File: src/rtl/accm_pkg.sv
`timescale 1ns/1ps
package accm_pkg;

  typedef struct packed {
    logic inc_pc;   // program counter advance
    logic drv_pc;   // program counter onto bus
    logic ld_mar;   // address register load
    logic drv_rom;  // program word onto bus
    logic ld_ir;    // instruction register load
    logic drv_arg;  // address field onto bus
    logic ld_acc;   // accumulator load
    logic drv_acc;  // accumulator onto bus
    logic sub;      // ALU subtract select
    logic drv_alu;  // ALU result onto bus
    logic ld_opb;   // operand register load
    logic ld_out;   // output register load
  } ctrl_t;

  typedef enum logic [2:0] {
    PH1 = 3'd0, PH2 = 3'd1, PH3 = 3'd2,
    PH4 = 3'd3, PH5 = 3'd4, PH6 = 3'd5
  } phase_e;

  localparam int OP_W = 4;
  localparam logic [OP_W-1:0] OP_LOAD = 4'h0;
  localparam logic [OP_W-1:0] OP_ADD  = 4'h1;
  localparam logic [OP_W-1:0] OP_SUB  = 4'h2;
  localparam logic [OP_W-1:0] OP_SHOW = 4'hE;
  localparam logic [OP_W-1:0] OP_STOP = 4'hF;

  // bus source slots
  localparam int SRC_PC  = 0;
  localparam int SRC_ROM = 1;
  localparam int SRC_ARG = 2;
  localparam int SRC_ACC = 3;
  localparam int SRC_ALU = 4;
  localparam int SRC_N   = 5;

endpackage

File: src/rtl/accm_ctl.sv
`timescale 1ns/1ps
module accm_ctl
  import accm_pkg::*;
(
  input  logic            clk,
  input  logic            rst_n,
  input  logic [OP_W-1:0] op_i,
  output ctrl_t           cw_o,
  output phase_e          ph_o,
  output logic            halted_o
);

  phase_e ph_q, ph_d;
  logic   halt_q, halt_d;
  logic   mem_op;

  assign mem_op = (op_i == OP_LOAD) || (op_i == OP_ADD) || (op_i == OP_SUB);

  always_comb begin
    ph_d   = ph_q;
    halt_d = halt_q;
    if (!halt_q) begin
      ph_d = (ph_q == PH6) ? PH1 : phase_e'(ph_q + 3'd1);
      if (ph_q == PH4 && op_i == OP_STOP) halt_d = 1'b1;
    end
  end

  always_ff @(posedge clk or negedge rst_n) begin
    if (!rst_n) begin
      ph_q   <= PH1;
      halt_q <= 1'b0;
    end else begin
      ph_q   <= ph_d;
      halt_q <= halt_d;
    end
  end

  always_comb begin
    cw_o = '0;
    if (!halt_q) begin
      unique case (ph_q)
        PH1: begin cw_o.drv_pc = 1'b1; cw_o.ld_mar = 1'b1; end
        PH2: begin cw_o.drv_rom = 1'b1; cw_o.ld_ir = 1'b1; end
        PH3: cw_o.inc_pc = 1'b1;
        PH4: begin
          if (mem_op) begin cw_o.drv_arg = 1'b1; cw_o.ld_mar = 1'b1; end
          if (op_i == OP_SHOW) begin cw_o.drv_acc = 1'b1; cw_o.ld_out = 1'b1; end
        end
        PH5: begin
          if (mem_op) cw_o.drv_rom = 1'b1;
          if (op_i == OP_LOAD) cw_o.ld_acc = 1'b1;
          else if (mem_op)     cw_o.ld_opb = 1'b1;
        end
        PH6: begin
          if (op_i == OP_ADD || op_i == OP_SUB) begin
            cw_o.drv_alu = 1'b1;
            cw_o.ld_acc  = 1'b1;
            cw_o.sub     = (op_i == OP_SUB);
          end
        end
        default: cw_o = '0;
      endcase
    end
  end

  assign ph_o     = ph_q;
  assign halted_o = halt_q;

  // once stopped, the sequencer stays stopped and frozen
  p_halt_frozen_r8: assert property (@(posedge clk) disable iff (!rst_n)
    halt_q |=> (halt_q && $stable(ph_q)));

  // the sequencer walks the six phases in order while running
  p_phase_walk_r2: assert property (@(posedge clk) disable iff (!rst_n)
    (!halt_q && ph_q == PH6) |=> (ph_q == PH1));

endmodule

File: src/rtl/accm_bus.sv
`timescale 1ns/1ps
module accm_bus #(
  parameter int W = 8,
  parameter int N = 5
) (
  input  logic                clk,
  input  logic                rst_n,
  input  logic [N-1:0]        en_i,
  input  logic [N-1:0][W-1:0] src_i,
  output logic [W-1:0]        bus_o
);

  logic [N-1:0][W-1:0] gated;

  for (genvar g = 0; g < N; g++) begin : g_gate
    assign gated[g] = src_i[g] & {W{en_i[g]}};
  end

  always_comb begin
    bus_o = '0;
    for (int i = 0; i < N; i++) bus_o = bus_o | gated[i];
  end

  // never two drivers on the shared bus
  p_single_src_r10: assert property (@(posedge clk) disable iff (!rst_n)
    $onehot0(en_i));

endmodule

File: src/rtl/accm_alu.sv
`timescale 1ns/1ps
module accm_alu #(
  parameter int W = 8
) (
  input  logic [W-1:0] a_i,
  input  logic [W-1:0] b_i,
  input  logic         sub_i,
  output logic [W-1:0] y_o
);

  // two's complement subtract: invert operand and add carry-in
  assign y_o = a_i + (b_i ^ {W{sub_i}}) + {{(W-1){1'b0}}, sub_i};

endmodule

File: src/rtl/accm_core.sv
`timescale 1ns/1ps
module accm_core
  import accm_pkg::*;
#(
  parameter int ADDR_W = 4,
  parameter int DATA_W = 8,
  parameter logic [(2**ADDR_W)*DATA_W-1:0] PROGRAM =
    128'h9C70C8E0F0E02DE01E5AE02FE01EE00D
) (
  input  logic              clk,
  input  logic              rst_n,
  output logic [DATA_W-1:0] out_o,
  output logic              halted_o,
  output logic [DATA_W-1:0] bus_o,
  output logic [DATA_W-1:0] acc_o
);

  localparam int DEPTH = 2**ADDR_W;
  localparam int ARG_W = DATA_W - OP_W;

  logic [1:0] rst_sync;
  logic       rst_n_i;

  always_ff @(posedge clk or negedge rst_n) begin
    if (!rst_n) rst_sync <= '0;
    else        rst_sync <= {rst_sync[0], 1'b1};
  end
  assign rst_n_i = rst_sync[1];

  ctrl_t  cw;
  phase_e ph;
  logic   halted;

  logic [ADDR_W-1:0] pc_q, pc_d, mar_q, mar_d;
  logic [DATA_W-1:0] ir_q, ir_d, acc_q, acc_d, opb_q, opb_d, out_q, out_d;
  logic [DATA_W-1:0] bus, rom_q, alu_y;

  logic [DEPTH-1:0][DATA_W-1:0] rom_arr;
  for (genvar g = 0; g < DEPTH; g++) begin : g_rom
    assign rom_arr[g] = PROGRAM[g*DATA_W +: DATA_W];
  end
  assign rom_q = rom_arr[mar_q];

  accm_ctl u_ctl (
    .clk      (clk),
    .rst_n    (rst_n_i),
    .op_i     (ir_q[DATA_W-1 -: OP_W]),
    .cw_o     (cw),
    .ph_o     (ph),
    .halted_o (halted)
  );

  accm_alu #(.W(DATA_W)) u_alu (
    .a_i   (acc_q),
    .b_i   (opb_q),
    .sub_i (cw.sub),
    .y_o   (alu_y)
  );

  logic [SRC_N-1:0]             bus_en;
  logic [SRC_N-1:0][DATA_W-1:0] bus_src;

  assign bus_en[SRC_PC]   = cw.drv_pc;
  assign bus_en[SRC_ROM]  = cw.drv_rom;
  assign bus_en[SRC_ARG]  = cw.drv_arg;
  assign bus_en[SRC_ACC]  = cw.drv_acc;
  assign bus_en[SRC_ALU]  = cw.drv_alu;
  assign bus_src[SRC_PC]  = {{(DATA_W-ADDR_W){1'b0}}, pc_q};
  assign bus_src[SRC_ROM] = rom_q;
  assign bus_src[SRC_ARG] = {{(DATA_W-ARG_W){1'b0}}, ir_q[ARG_W-1:0]};
  assign bus_src[SRC_ACC] = acc_q;
  assign bus_src[SRC_ALU] = alu_y;

  accm_bus #(.W(DATA_W), .N(SRC_N)) u_bus (
    .clk   (clk),
    .rst_n (rst_n_i),
    .en_i  (bus_en),
    .src_i (bus_src),
    .bus_o (bus)
  );

  always_comb begin
    pc_d  = cw.inc_pc  ? pc_q + 1'b1       : pc_q;
    mar_d = cw.ld_mar  ? bus[ADDR_W-1:0]   : mar_q;
    ir_d  = cw.ld_ir   ? bus               : ir_q;
    acc_d = cw.ld_acc  ? bus               : acc_q;
    opb_d = cw.ld_opb  ? bus               : opb_q;
    out_d = cw.ld_out  ? bus               : out_q;
  end

  always_ff @(posedge clk or negedge rst_n_i) begin
    if (!rst_n_i) begin
      pc_q  <= '0;
      mar_q <= '0;
      ir_q  <= '0;
      acc_q <= '0;
      opb_q <= '0;
      out_q <= '0;
    end else begin
      pc_q  <= pc_d;
      mar_q <= mar_d;
      ir_q  <= ir_d;
      acc_q <= acc_d;
      opb_q <= opb_d;
      out_q <= out_d;
    end
  end

  assign out_o    = out_q;
  assign halted_o = halted;
  assign bus_o    = bus;
  assign acc_o    = acc_q;

  // program counter moves by one, and only after phase 3
  p_pc_step_r2: assert property (@(posedge clk) disable iff (!rst_n_i)
    (pc_q != $past(pc_q)) |-> ($past(ph) == PH3 && pc_q == ADDR_W'($past(pc_q) + 1'b1)));

  // output register only changes after phase 4, taking the accumulator
  p_out_copy_r7: assert property (@(posedge clk) disable iff (!rst_n_i)
    (out_q != $past(out_q)) |-> ($past(ph) == PH4 && out_q == $past(acc_q)));

  // accumulator only written after phase 5 or 6
  p_acc_phase_r4: assert property (@(posedge clk) disable iff (!rst_n_i)
    (acc_q != $past(acc_q)) |-> ($past(ph) == PH5 || $past(ph) == PH6));

endmodule

File: config.mk
export PLATFORM = sky130hd
export DESIGN_NAME = accm_core
export DESIGN_NICKNAME = d
export VERILOG_FILES = /design/src/rtl/accm_pkg.sv /design/src/rtl/accm_ctl.sv /design/src/rtl/accm_bus.sv /design/src/rtl/accm_alu.sv /design/src/rtl/accm_core.sv
export SDC_FILE = /design/constraint.sdc
export NUM_CORES = 1
export LEC_CHECK = 0
export BUFFER_PORTS_ARGS = -buffer_cell sky130_fd_sc_hd__buf_2
export CORE_MARGIN = 3
export CORE_UTILIZATION = 59
export DETAILED_ROUTE_END_ITERATION = 10
export GPL_TIMING_DRIVEN = 0
export PLACE_DENSITY = 0.87
export SYNTH_ARGS = -nofsm -noshare
export SYNTH_HDL_FRONTEND = slang
export SYNTH_SLANG_ARGS = --single-unit
File: constraint.sdc
create_clock -name clk -period 4.29 [get_ports clk]
set_input_delay 0.858 -clock clk [delete_from_list [all_inputs] [get_ports clk]]
set_output_delay 0.858 -clock clk [all_outputs]
set_load 0.005 [all_outputs]
# [Yosys cells after proc, flatten, opt, wreduce, memory -nomap -nowiden]
# Memory sizes are Yosys's and may differ from the RTL's.
# Cells that the tools add are included.
# W data, S select, Z words.
[word_totals] ff_bits=46 mem_bits_ro=128 inputBits=2 output_inout_bits=25 wordCells=61 mem_count=1
[op_classes] add_sub_neg=4 n_lt_le_gt_ge=1 n_eq_ne=9 n_mux=21 n_bitwise=10 reduce_logical=6
[memory_table] name="(name not given)" depth=16 width=8 rd=1 rd_clocked_by_memory_dff=0 wr=0 line_no="accm_core.sv:42" source="assign rom_q = rom_arr[mar_q];"
[ops] operator="$or A8 B8 Y8" count=4
[ops] operator="$and A8 B8 Y8" count=3
[ops] operator="$and A4 B8 Y8" count=2
[ops] operator="$mux W1" count=13
[ops] operator="$mux W12" count=1
[ops] operator="$add A8 B1 Y8" count=1
[ops] operator="$add A8 B8 Y8" count=1
[ops] operator="$eq A4 B4 Y1 const B" count=2
[ops] operator="$mux W8" count=1
[ops] operator="$xor A8 B8 Y8" count=1
[ops] operator="$eq A3 B2 Y1 const B" count=2
[ops] operator="$eq A3 B3 Y1 const B" count=2
[ops] operator="$pmux W1 S2" count=3
[ops] operator="$lt A4 B5 Y1 const B" count=1
[ops] operator="$add A4 B1 Y4 const B" count=1
[ops] operator="$eq A4 B1 Y1 const B" count=1
[ops] operator="$eq A4 B2 Y1 const B" count=1
[ops] operator="$logic_not A4 Y1" count=1
[ops] operator="$mux W2" count=2
[ops] operator="$add A3 B1 Y3 const B" count=1
[ops] operator="$eq A3 B1 Y1 const B" count=1
[ops] operator="$logic_not A3 Y1" count=1
[ops] operator="$logic_or A1 B1 Y1" count=3
[ops] operator="$mux W3" count=1
[ops] operator="$logic_and A1 B1 Y1" count=1

# [Longest topological paths before layout]
# Gate-level depths: netlist (run 1).
[depth] ltp_word=12 ltp_mapped=12 depth_no_buf=10

# [Modules after synthesis]
# From an unflattened synthesis (run 1), not the netlist that was laid out.
[hier_totals] cells_unflattened=254 area_unflattened_um2=2859.0
[modules_own_cells] mod="accm_core" instances=1 cells_each=134 area_each_um2=1883.1 seq_area_each_um2=1051.0
[modules_own_cells] mod="accm_ctl" instances=1 cells_each=45 area_each_um2=395.4 seq_area_each_um2=100.1
[modules_own_cells] mod="accm_alu" instances=1 cells_each=47 area_each_um2=394.1 seq_area_each_um2=0.0
[modules_own_cells] mod="accm_bus" instances=1 cells_each=28 area_each_um2=186.4 seq_area_each_um2=0.0

# [Worst setup path after synthesis (run 1)]
# No wires, ideal clock.
[synth_path] kind="register to output" start="reg ir_q[4]" end="out bus_o[3]" arrival_time_ps=2757 required_time_ps=3432 slack_ps=675 stages_incl_launch_ff=12 path_buffers=1 cell_sequence="dfrtp_1 or4b_4 or2_1 buf_6 xnor2_1 ha_1 inv_1 o41ai_1 a21oi_1 xnor2_1 a21oi_1 inv_1"
[synth_between] elab_chain_len=11 elab_cells_between_ends=26 classes_between="add/sub (2); eq/ne (3); mux (8); bitwise (9); reduce/logical (4)"
[synth_rtl] element="start, declared" line_no="accm_core.sv:35" source="logic [DATA_W-1:0] ir_q, ir_d, acc_q, acc_d, opb_q, opb_d, out_q, out_d;"
[synth_rtl] element="start signal, assigned" line_no="accm_core.sv:102" source="ir_q <= ir_d;"
[synth_rtl] element="$eq A4 B1 Y1 or $logic_not A4 Y1 (tied branches)" line_no="accm_ctl.sv:17, accm_ctl.sv:55"
[synth_rtl] element="$logic_or A1 B1 Y1 (2 in a row)" line_no="accm_ctl.sv:17" source="assign mem_op = (op_i == OP_LOAD) || (op_i == OP_ADD) || (op_i == OP_SUB);"
[synth_rtl] element="$mux W1" line_no="accm_ctl.sv:46, accm_ctl.sv:50"
[synth_rtl] element="$pmux W1 S2" line_no="accm_ctl.sv:41" source="unique case (ph_q)"
[synth_rtl] element="$mux W12 *" line_no="accm_ctl.sv:40" source="if (!halt_q) begin"
[synth_rtl] element="parallel branches: the longest is 4 deep, another holds $add A8 B8 Y8"
[synth_rtl] element="$or A8 B8 Y8 *" line_no="accm_bus.sv:21" source="for (int i = 0; i < N; i++) bus_o = bus_o | gated[i];"
[synth_rtl] element="end, declared" line_no="accm_core.sv:14" source="output logic [DATA_W-1:0] bus_o,"
# Every way passes the cells marked *.

# [Final worst setup path (run 1)]
# Ends and elaborated chain as after synthesis.

==> impl_metrics.toml, run 1 <==
[run_status]
outcome = "completed"

[worst_setup_path]
rr_worst_depth = 12
arrival_ns = 3.35
crit_family = "simple AND/OR/NAND/NOR gates"
crit_chain = "or4b_4 -> or2_1 -> buf_6 -> xnor2_1 -> ha_1 -> inv_1 -> o41ai_1 -> a21oi_1 -> xnor2_1 -> a21oi_2 -> inv_1 -> buf_2"
crit_type = "reg -> out"
r2r-end = "acc_o[3]"
critPathMaxStageDelay_ns = 0.56
critPathRequiredTime_ns = 3.43
endpoint = "bus_o[3]"
end_kind = "primary output"
worst-path-buf-inv = 4
slowest_stage = "or4b_4"
worstReg2RegStart = "ir_q[4]"
r2r_slack_ns = 1.01
crit_path_start = "ir_q[4]"
path_depth = 12
path_max_fanout = 7
start_kind = "flop"

[finish]
nNetsFinal = 346
fillers = 337
drive_above_1_share_pct = 19.4
antennaDiodeCount = 0
area_delta_synth_final_pct = 13.3
fin_cells = 382

[floorplanning]
chipWidth_um = 73.8
design.core.area_sq_um = 4380
start_util_pct = 61.9
die_h_um = 73.8
die_area_sq_um = 5450
rows = 24
io_pins = 27

[synthesis]
yosysWarnings = 0
ys_async_sr_fraction_pct = 100
syn_avg_cell_area_sq_um = 9.32
synth_seq_cells = 46
syn_inst = 291
synth_flop_cell = "dfrtp_1"
syn_nets = 308
yosysUniqueCellTypes = 54
syn_area_sq_um = 2710
ys_seq_area_share_pct = 42.4
synth_edf_count = 0

[global_routing]
grt_pass1_vias = 2062
grt_pass1_wl_um = 9740
grt_usage_pct = 23.2
gr-total-overflow = 0
grt_max_degree = 44
grt_antenna_before_repair = 0

[pwr]
p_per_area_nw_per_um2 = 230
total_power_uw = 705
ir_worst_vdd_mv = 0.225
leakagePower_nw = 1.46

[placed_design]
gp_congestion = 0.915
dpl.hpwl_um = 4410
port_buffers = 26
dp.cells = 370

[clocking]
cts_root_buf = "clkbuf_8"
clkSinkCount = 46
cts_made_buffers = 5
htreeDepth = 2
clk_pin_slew_worst_paths_ns = 0.08
tritoncts = "done"
clock_path_buffers = 2
ctsHoldBuffers = 0
clock_latency_ns = 0.31

[timing]
finalSetupViolations = 0
tightest_slew_ns = 0.857
slew_viol_final = 0
hold_viol_final = 0
period_needed_ns = 4.21
rsz0062_at_grt = "true"
fin_crit_sh_pct = 98.1
fin_skew_ns = 0.0133
fmax_ghz = 0.238
slew_headroom_pct = 42.6
fin_setup_tns_ns = 0

[hold_path]
hp-class = "reg -> async"

[route]
drt_iter0_drc = 221
drc_errors = 0
num_vias = 2314
routed_wl_um = 6090
drt-pass1-iter-count = 4
ant_nets = 0
routed_via_density = 6.06
wl_per_cell_um = 16.0

[run]
max_cap_viol_count = 0
-- cell usage after synthesis, drive strengths merged, types with 3 or more instances --
cell type | count | share of area [%]
a211oi | 4 | 1.1
o31ai | 3 | 1.0
xor2 | 3 | 0.97
nor2b | 4 | 0.92
mux2i | 5 | 1.8
buf | 5 | 1.4
ha | 14 | 6.5
xnor2 | 15 | 5.5
a221oi | 4 | 1.3
nor4b | 3 | 1.5
a22oi | 4 | 1.1
nor2 | 19 | 2.6
clkbuf | 8 | 1.1
nand2 | 43 | 6.0
dfrtp | 46 | 42
a21oi | 26 | 4.8
nor3b | 3 | 1.0
o21ai | 27 | 5.0
a31oi | 5 | 1.2
inv | 14 | 1.9
-- placed cells by master, fill, tap and decap left out, types with 3 or more instances in the layout --
cell type,instances
a21oi_1,24
dfrtp_1,44
o21ai_0,27
a221oi_1,4
a22oi_1,4
mux2i_1,5
nor2b_1,4
nand2_1,43
xnor2_1,14
buf_4,7
clkbuf_1,9
buf_2,27
xor2_1,3
a31oi_1,5
clkbuf_8,5
inv_1,14
nor2_1,19
ha_1,13
-- sequential cells by signal (all words and copies together), names as in the netlist --
| register | count |
|---|---|
| acc_o | 8 |
| ir_q | 8 |
| mar_q | 4 |
| opb_q | 8 |
| out_o | 8 |
| pc_q | 4 |
| rst_sync | 2 |
| u_ctl.halted_o | 1 |
| u_ctl.ph_o | 3 |
-- stage by stage --
| step | instance area (sq um) | setup slack [ns] | utilization, % | hold WS [ns] |
|---|---|---|---|---|
| after detailed placement | 2930 | 0.118 | 66.8 | 0.0499 |
| after floorplan | 2710 | 0.675 | - | 0.331 |
| final | 3070 | 0.0814 | 70.1 | 0.0557 |
| after global routing | 3070 | -0.0613 | 70.1 | 0.0635 |
| after CTS | 3020 | 0.00351 | 68.9 | 0.0578 |
| after global placement | 2910 | 0.187 | 66.3 | 0.343 |
-- worst min-delay path by stage --
stage                            from     endpoint  cells after the start
final                     rst_sync[1]     out_o[5]                      0
after global routing      rst_sync[1]     out_o[5]                      0
after CTS                 rst_sync[1]     out_o[5]                      0
after detailed placement  rst_sync[1]     out_o[5]                      0
after global placement    rst_sync[0]  rst_sync[1]                      0
after floorplan           rst_sync[0]  rst_sync[1]                      0
-- report_power, final --
group	internal, mW	leakage [nW]	switching [mW]
Clock	0.115	0.0452	0.145
Sequential	0.434	0.550	0.000701
Combinational	0.00223	0.866	0.00798
-- logic make-up (layout without fill, tap and decap cells) --
group	Yosys count	count (layout)	share of synthesized area (%)
and+or+nand+nor	90	90	17.0
AOI/OAI and AO/OA	87	87	19.5
DFF	46	46	42.4
buffers and inverters	27	66	4.47
xor gates and xnor gates	18	18	6.50
adders and majority gates	15	15	7.20
muxes	7	7	2.81
other	1	1	0.138
-- area by class of cell --
cell class / instances / area, sq um / share of cell area, %
sequential: 46 / 1150 / 37.5
clock buffer: 6 / 72.6 / 2.36
tap: 52 / 65.1 / 2.12
timing repair buffer: 31 / 180 / 5.86
inverter: 14 / 52.6 / 1.71
multi-input combinational: 218 / 1470 / 47.7
clock inverter: 2 / 13.8 / 0.448
buffer: 13 / 68.8 / 2.24
-- layer usage --
| metal | GRT usage [%] | up-vias | routed length, um |
|---|---|---|---|
| met5 | 0 | - | 0 |
| met4 | 6.84 | 0 | 152 |
| met3 | 4.51 | 17 | 457 |
| met2 | 36.9 | 82 | 2980 |
| met1 | 32.2 | 1115 | 2500 |
| li1 | - | 1100 | - |
-- what timing repair did --
item / CTS / global route
gates resized for setup: 3 / 6
setup endpoints to repair: 2 / 6
pin swaps: 0 / 2
buffers inserted: 0 / 4
(Power assumes the default switching activity.)
==> inputs of run 2 (changes only) <==
BUFFER_PORTS_ARGS = default   (was -buffer_cell sky130_fd_sc_hd__buf_2)
CORE_UTILIZATION = 63   (was 59)
DONT_BUFFER_PORTS = 1   (was default)
PLACE_DENSITY = 0.86   (was 0.87)
==> run 2 against run 1 <==
Sequential share of layout area grew 1.4 points; design area shrank 3.7%; register-to-register slack lost 0.05 ns; clock power grew 29%; die area shrank 5.8%; flip-flop and latch count is the same; total power grew 10%; clock-buffer cell count shrank 1; global-route usage grew 1.6 points; combinational power shrank 19%; critical path type unchanged.
==> impl_metrics.toml, run 2 (synthesis gave the netlist of run 1 again) <==
[route]
routed_via_density = 6.14
drc_errors = 0
wl_met1_um = 2610
wl_met2_um = 2820
maxUsedRoutingLayer = "met4"
drt-pass1-iter-count = 4
drt_iter0_drc = 136
wl_per_cell_um = 16.6
ant_nets = 0
wl_met3_um = 276
num_vias = 2169
routed_wl_um = 5850

[worst_setup_path]
arrival_ns = 3.35
end_kind = "primary output"
crit_path_start = "ir_q[4]"
crit_chain = "or4b_4 -> or2_1 -> buf_6 -> xnor2_1 -> ha_1 -> inv_1 -> o41ai_1 -> a21oi_1 -> xnor2_1 -> a21oi_2 -> inv_1"
rr_worst_depth = 12
crit_type = "reg -> out"
worstReg2RegStart = "ir_q[4]"
r2r_slack_ns = 0.96
slowest_stage = "or4b_4"
critPathMaxStageDelay_ns = 0.56
start_kind = "flop"
r2r-end = "ir_q[3]"
path_max_fanout = 7
critPathRequiredTime_ns = 3.43

[timing]
slew_headroom_pct = 42.7
rsz0062_at_grt = "true"
slew_viol_final = 0
hold_viol_final = 0
setup_slack_ns = 0.0846
fin_setup_tns_ns = 0
fmax_ghz = 0.238
fin_skew_ns = 0.00914
fin_crit_sh_pct = 98.0
finalSetupViolations = 0
period_needed_ns = 4.21
tightest_slew_ns = 0.859
fin_hold_ws_ns = 0.131

[floorplanning]
start_util_pct = 66.4
rows = 23
design.core.area_sq_um = 4090
chipWidth_um = 71.6
die_h_um = 71.6
io_pins = 27
die_area_sq_um = 5130

[run_status]
outcome = "completed"

[global_routing]
gr-total-overflow = 0
grt_max_degree = 37
grt_usage_pct = 24.8
grt_pass1_wl_um = 10000
grt_antenna_before_repair = 0
grt_pass1_vias = 2115

[run]
max_cap_viol_count = 0

[hold_path]
hp-class = "reg -> async"

[pwr]
ir_worst_vdd_mv = 0.218
total_power_uw = 779
p_per_area_nw_per_um2 = 263
leakagePower_nw = 1.35

[placed_design]
dpl.hpwl_um = 4340
post-place-ws_ns = 0.213
port_buffers = 0
place_area_sq_um = 2800
gp_congestion = 0.859
dp.cells = 342

[finish]
area_delta_synth_final_pct = 9.09
design_area_sq_um = 2960
nNetsFinal = 319
final_common_cell = "dfrtp_1"
mostFrequentLayoutCells = "dfrtp_1 (44), nand2_1 (43), o21ai_0 (27)"
fin_cells = 353
drive_above_1_share_pct = 11.9
final_util_pct = 72.4
antennaDiodeCount = 0

[clocking]
cts_made_buffers = 5
tritoncts = "done"
clk_pin_slew_worst_paths_ns = 0.09
clock_path_buffers = 2
ctsHoldBuffers = 0
clock_latency_ns = 0.30
clkSinkCount = 46
htreeDepth = 2
cts_root_buf = "clkbuf_8"
## run 2: cell types whose count changed in the layout (fill, tap and decap cells not counted), sizes merged
cell      delta
inv          +1
bufinv       +1
buf         -27
clkinv       -2
clkinvlp     +1
clkbuf       -1
## run 2: cell type report
type | instances | area, sq um
multi-input combinational | 218 | 1460
fill | 312 | 1130
buffer | 13 | 68.8
timing repair buffer | 4 | 42.5
clock buffer | 5 | 68.8
inverter | 14 | 52.6
clock inverter | 3 | 48.8
sequential | 46 | 1150
tap | 50 | 62.6
## run 2: how the worst max path moves through the flow
stage | endpoint | slack, ns | depth (start not counted)
2_1_floorplan | bus_o[3] | 0.68 | 11
3_3_place_gp | bus_o[3] | 0.24 | 11
3_5_place_dp | bus_o[3] | 0.21 | 11
4_1_cts | bus_o[3] | 0.01 | 11
5_1_grt | bus_o[3] | -0.09 | 12
6_report | bus_o[3] | 0.08 | 11
## run 2: routing by layer
layer	vias to the layer above	GRT usage [%]
met1	1056	32.2
met3	15	5.75
met4	0	10.4
met5	-	0
met2	54	40.0
li1	1044	-
## run 2: worst max-delay path, delay by kind of cell, from the launching register on
family,cells,cell delay [ns]
adders and majority gates,1,0.33
DFF,1,0.46
and+or+nand+nor,2,0.79
buffers and inverters,3,0.30
xor gates and xnor gates,2,0.34
AOI/OAI and AO/OA,3,0.81
## run 2: power breakdown
part / switching (mW) / internal (mW) / total, mW
clock network: 0.157 / 0.177 / 0.335
logic: 0.00644 / 0.00184 / 0.00828
registers: 0.00209 / 0.434 / 0.436
## run 2: what timing repair did
item / in CTS / in global routing
pin swaps: 0 / 1
resized for setup: 2 / 5
setup buffers: 0 / 3
cloned: 0 / 0
setup endpoints to repair: 2 / 6
==> inputs of run 3 (changes only) <==
CAP_MARGIN = 20   (was default)
CORE_MARGIN = 5   (was 3)
RECOVER_POWER = 25   (was default)
==> run 3 against run 2 <==
The run now ends with max-capacitance violations, max-slew violations left; clock-buffer cell count unchanged; fmax decreased by 0.15%; global-route usage shrank 1.1 points; die area up 11%; cell count shrank 0.28%; flip-flop and latch count unchanged; sequential power about the same; register-to-register slack improved by 0.02 ns; via count up 1.1%; largest cell class unchanged; largest power group unchanged.
==> impl_metrics.toml, run 3 (synthesis gave the netlist of run 1 again) <==
[worst_setup_path]
path_max_fanout = 7
crit_family = "simple AND/OR/NAND/NOR gates"
worstReg2RegStart = "ir_q[4]"
end_kind = "primary output"
worst-path-buf-inv = 3
arrival_ns = 3.35
slowest_stage = "or4b_4"
cpMostUsedCell = "inv_1"
crit_path_start = "ir_q[4]"
crit_type = "reg -> out"
crit_chain = "or4b_4 -> or2_1 -> buf_6 -> xnor2_2 -> ha_1 -> inv_1 -> o41ai_2 -> a21oi_1 -> xnor2_1 -> a21oi_2 -> inv_1"
critPathRequiredTime_ns = 3.43
start_kind = "flop"
critPathMaxStageDelay_ns = 0.58

[finish]
antennaDiodeCount = 0
area_delta_synth_final_pct = 8.44
nNetsFinal = 318
drive_above_1_share_pct = 12.9
final_common_cell = "dfrtp_1"
mostFrequentLayoutCells = "dfrtp_1 (45), nand2_1 (43), o21ai_0 (27)"
fin_cells = 352

[floorplanning]
chipWidth_um = 75.6
design.core.area_sq_um = 4090
die_area_sq_um = 5720
io_pins = 27
die_h_um = 75.6
rows = 23
start_util_pct = 66.4

[route]
routed_via_density = 6.23
drc_errors = 0
ant_nets = 0
num_vias = 2192
routed_wl_um = 6270
drt-pass1-iter-count = 4
wl_per_cell_um = 17.8
drt_iter0_drc = 169

[clocking]
cts_made_buffers = 5
clk_pin_slew_worst_paths_ns = 0.09
clock_latency_ns = 0.31
clkSinkCount = 46
ctsHoldBuffers = 0
clock_path_buffers = 2
tritoncts = "done"
cts_root_buf = "clkbuf_8"
htreeDepth = 2

[timing]
slew_viol_final = 34
setup_slack_ns = 0.0785
fmax_ghz = 0.237
fin_skew_ns = 0.00593
fin_setup_tns_ns = 0
tightest_slew_ns = 1.80
slew_headroom_pct = -20.1
fin_crit_sh_pct = 98.2
hold_viol_final = 0
finalSetupViolations = 0
period_needed_ns = 4.21

[pwr]
p_switching_uw = 165
power_frac_comb_pct = 0.9
clockPowerShare_pct = 37.9
switching_share_pct = 23.1
total_power_uw = 713
p_per_area_nw_per_um2 = 243
leakagePower_nw = 1.35
power_frac_seq_pct = 61.2
ir_worst_vdd_mv = 0.288
p_int_uw = 549

[run_status]
violations = "max-capacitance violations, max-slew violations"
outcome = "finished, violations left"

[hold_path]
hp-class = "reg -> async"

[global_routing]
grt_antenna_before_repair = 0
grt_pass1_wl_um = 10100
grt_max_degree = 34
grt_usage_pct = 23.7
gr-total-overflow = 0
grt_pass1_vias = 2052

[run]
max_cap_viol_count = 1

[placed_design]
post-place-ws_ns = 0.177
dpl.hpwl_um = 4420
dp.cells = 342
gp_congestion = 0.866
port_buffers = 0
==> run 3: final timing paths <==
kind,endpoint,slack [ns],cells after the start
setup / recovery,bus_o[3],0.08,11
hold / removal,ir_q[7],0.20,0
setup reg to reg,ir_q[3],0.98,12
hold reg to reg,ir_q[7],0.20,0
max in group asynchronous,acc_o[1],2.05,1
min in group clk,rst_sync[1],0.38,0
==> run 3: routing by layer <==
layer | track usage, % | vias up | wire (um)
li1 | - | 1042 | -
met1 | 29.7 | 1052 | 2560
met2 | 38.7 | 83 | 3090
met3 | 6.60 | 15 | 422
met4 | 9.90 | 0 | 188
met5 | 0 | - | 0
==> run 3: timing repair <==
action / in CTS / in global routing
gates resized for setup: 3 / 10
setup buffers: 0 / 2
setup endpoints to repair: 2 / 6
pin swaps: 1 / 1
hold endpoints to repair: 0 / 0
==> run 3: power by group through the flow <==
stage / Clock [mW] / Combinational (mW) / Sequential (mW)
floorplan: 0 / 0.0000765 / 0.449
global route: 0.294 / 0.00770 / 0.437
global placement: 0 / 0.0000765 / 0.451
CTS: 0.272 / 0.00809 / 0.437
finish: 0.271 / 0.00628 / 0.436
detailed placement: 0 / 0.00810 / 0.446
==> run 3: cell type report <==
| class | instances | area [sq um] |
|---|---|---|
| Buffer | 13 | 68.8 |
| Clock inverter | 3 | 21.3 |
| Tap cell | 50 | 62.6 |
| Inverter | 14 | 52.6 |
| Fill cell | 301 | 1140 |
| Timing Repair Buffer | 3 | 18.8 |
| Multi-Input combinational cell | 218 | 1500 |
| Clock buffer | 5 | 68.8 |
| Sequential cell | 46 | 1150 |
==> run 3: metrics by stage <==
stage / hold WS [ns] / area, sq um / utilization [%]
5_1_grt: 0.208 / 2940 / 72.0
2_1_floorplan: 0.331 / 2710 / -
3_3_place_gp: 0.344 / 2780 / 67.9
3_5_place_dp: 0.156 / 2800 / 68.4
4_1_cts: 0.162 / 2900 / 70.9
6_report: 0.202 / 2940 / 72.0
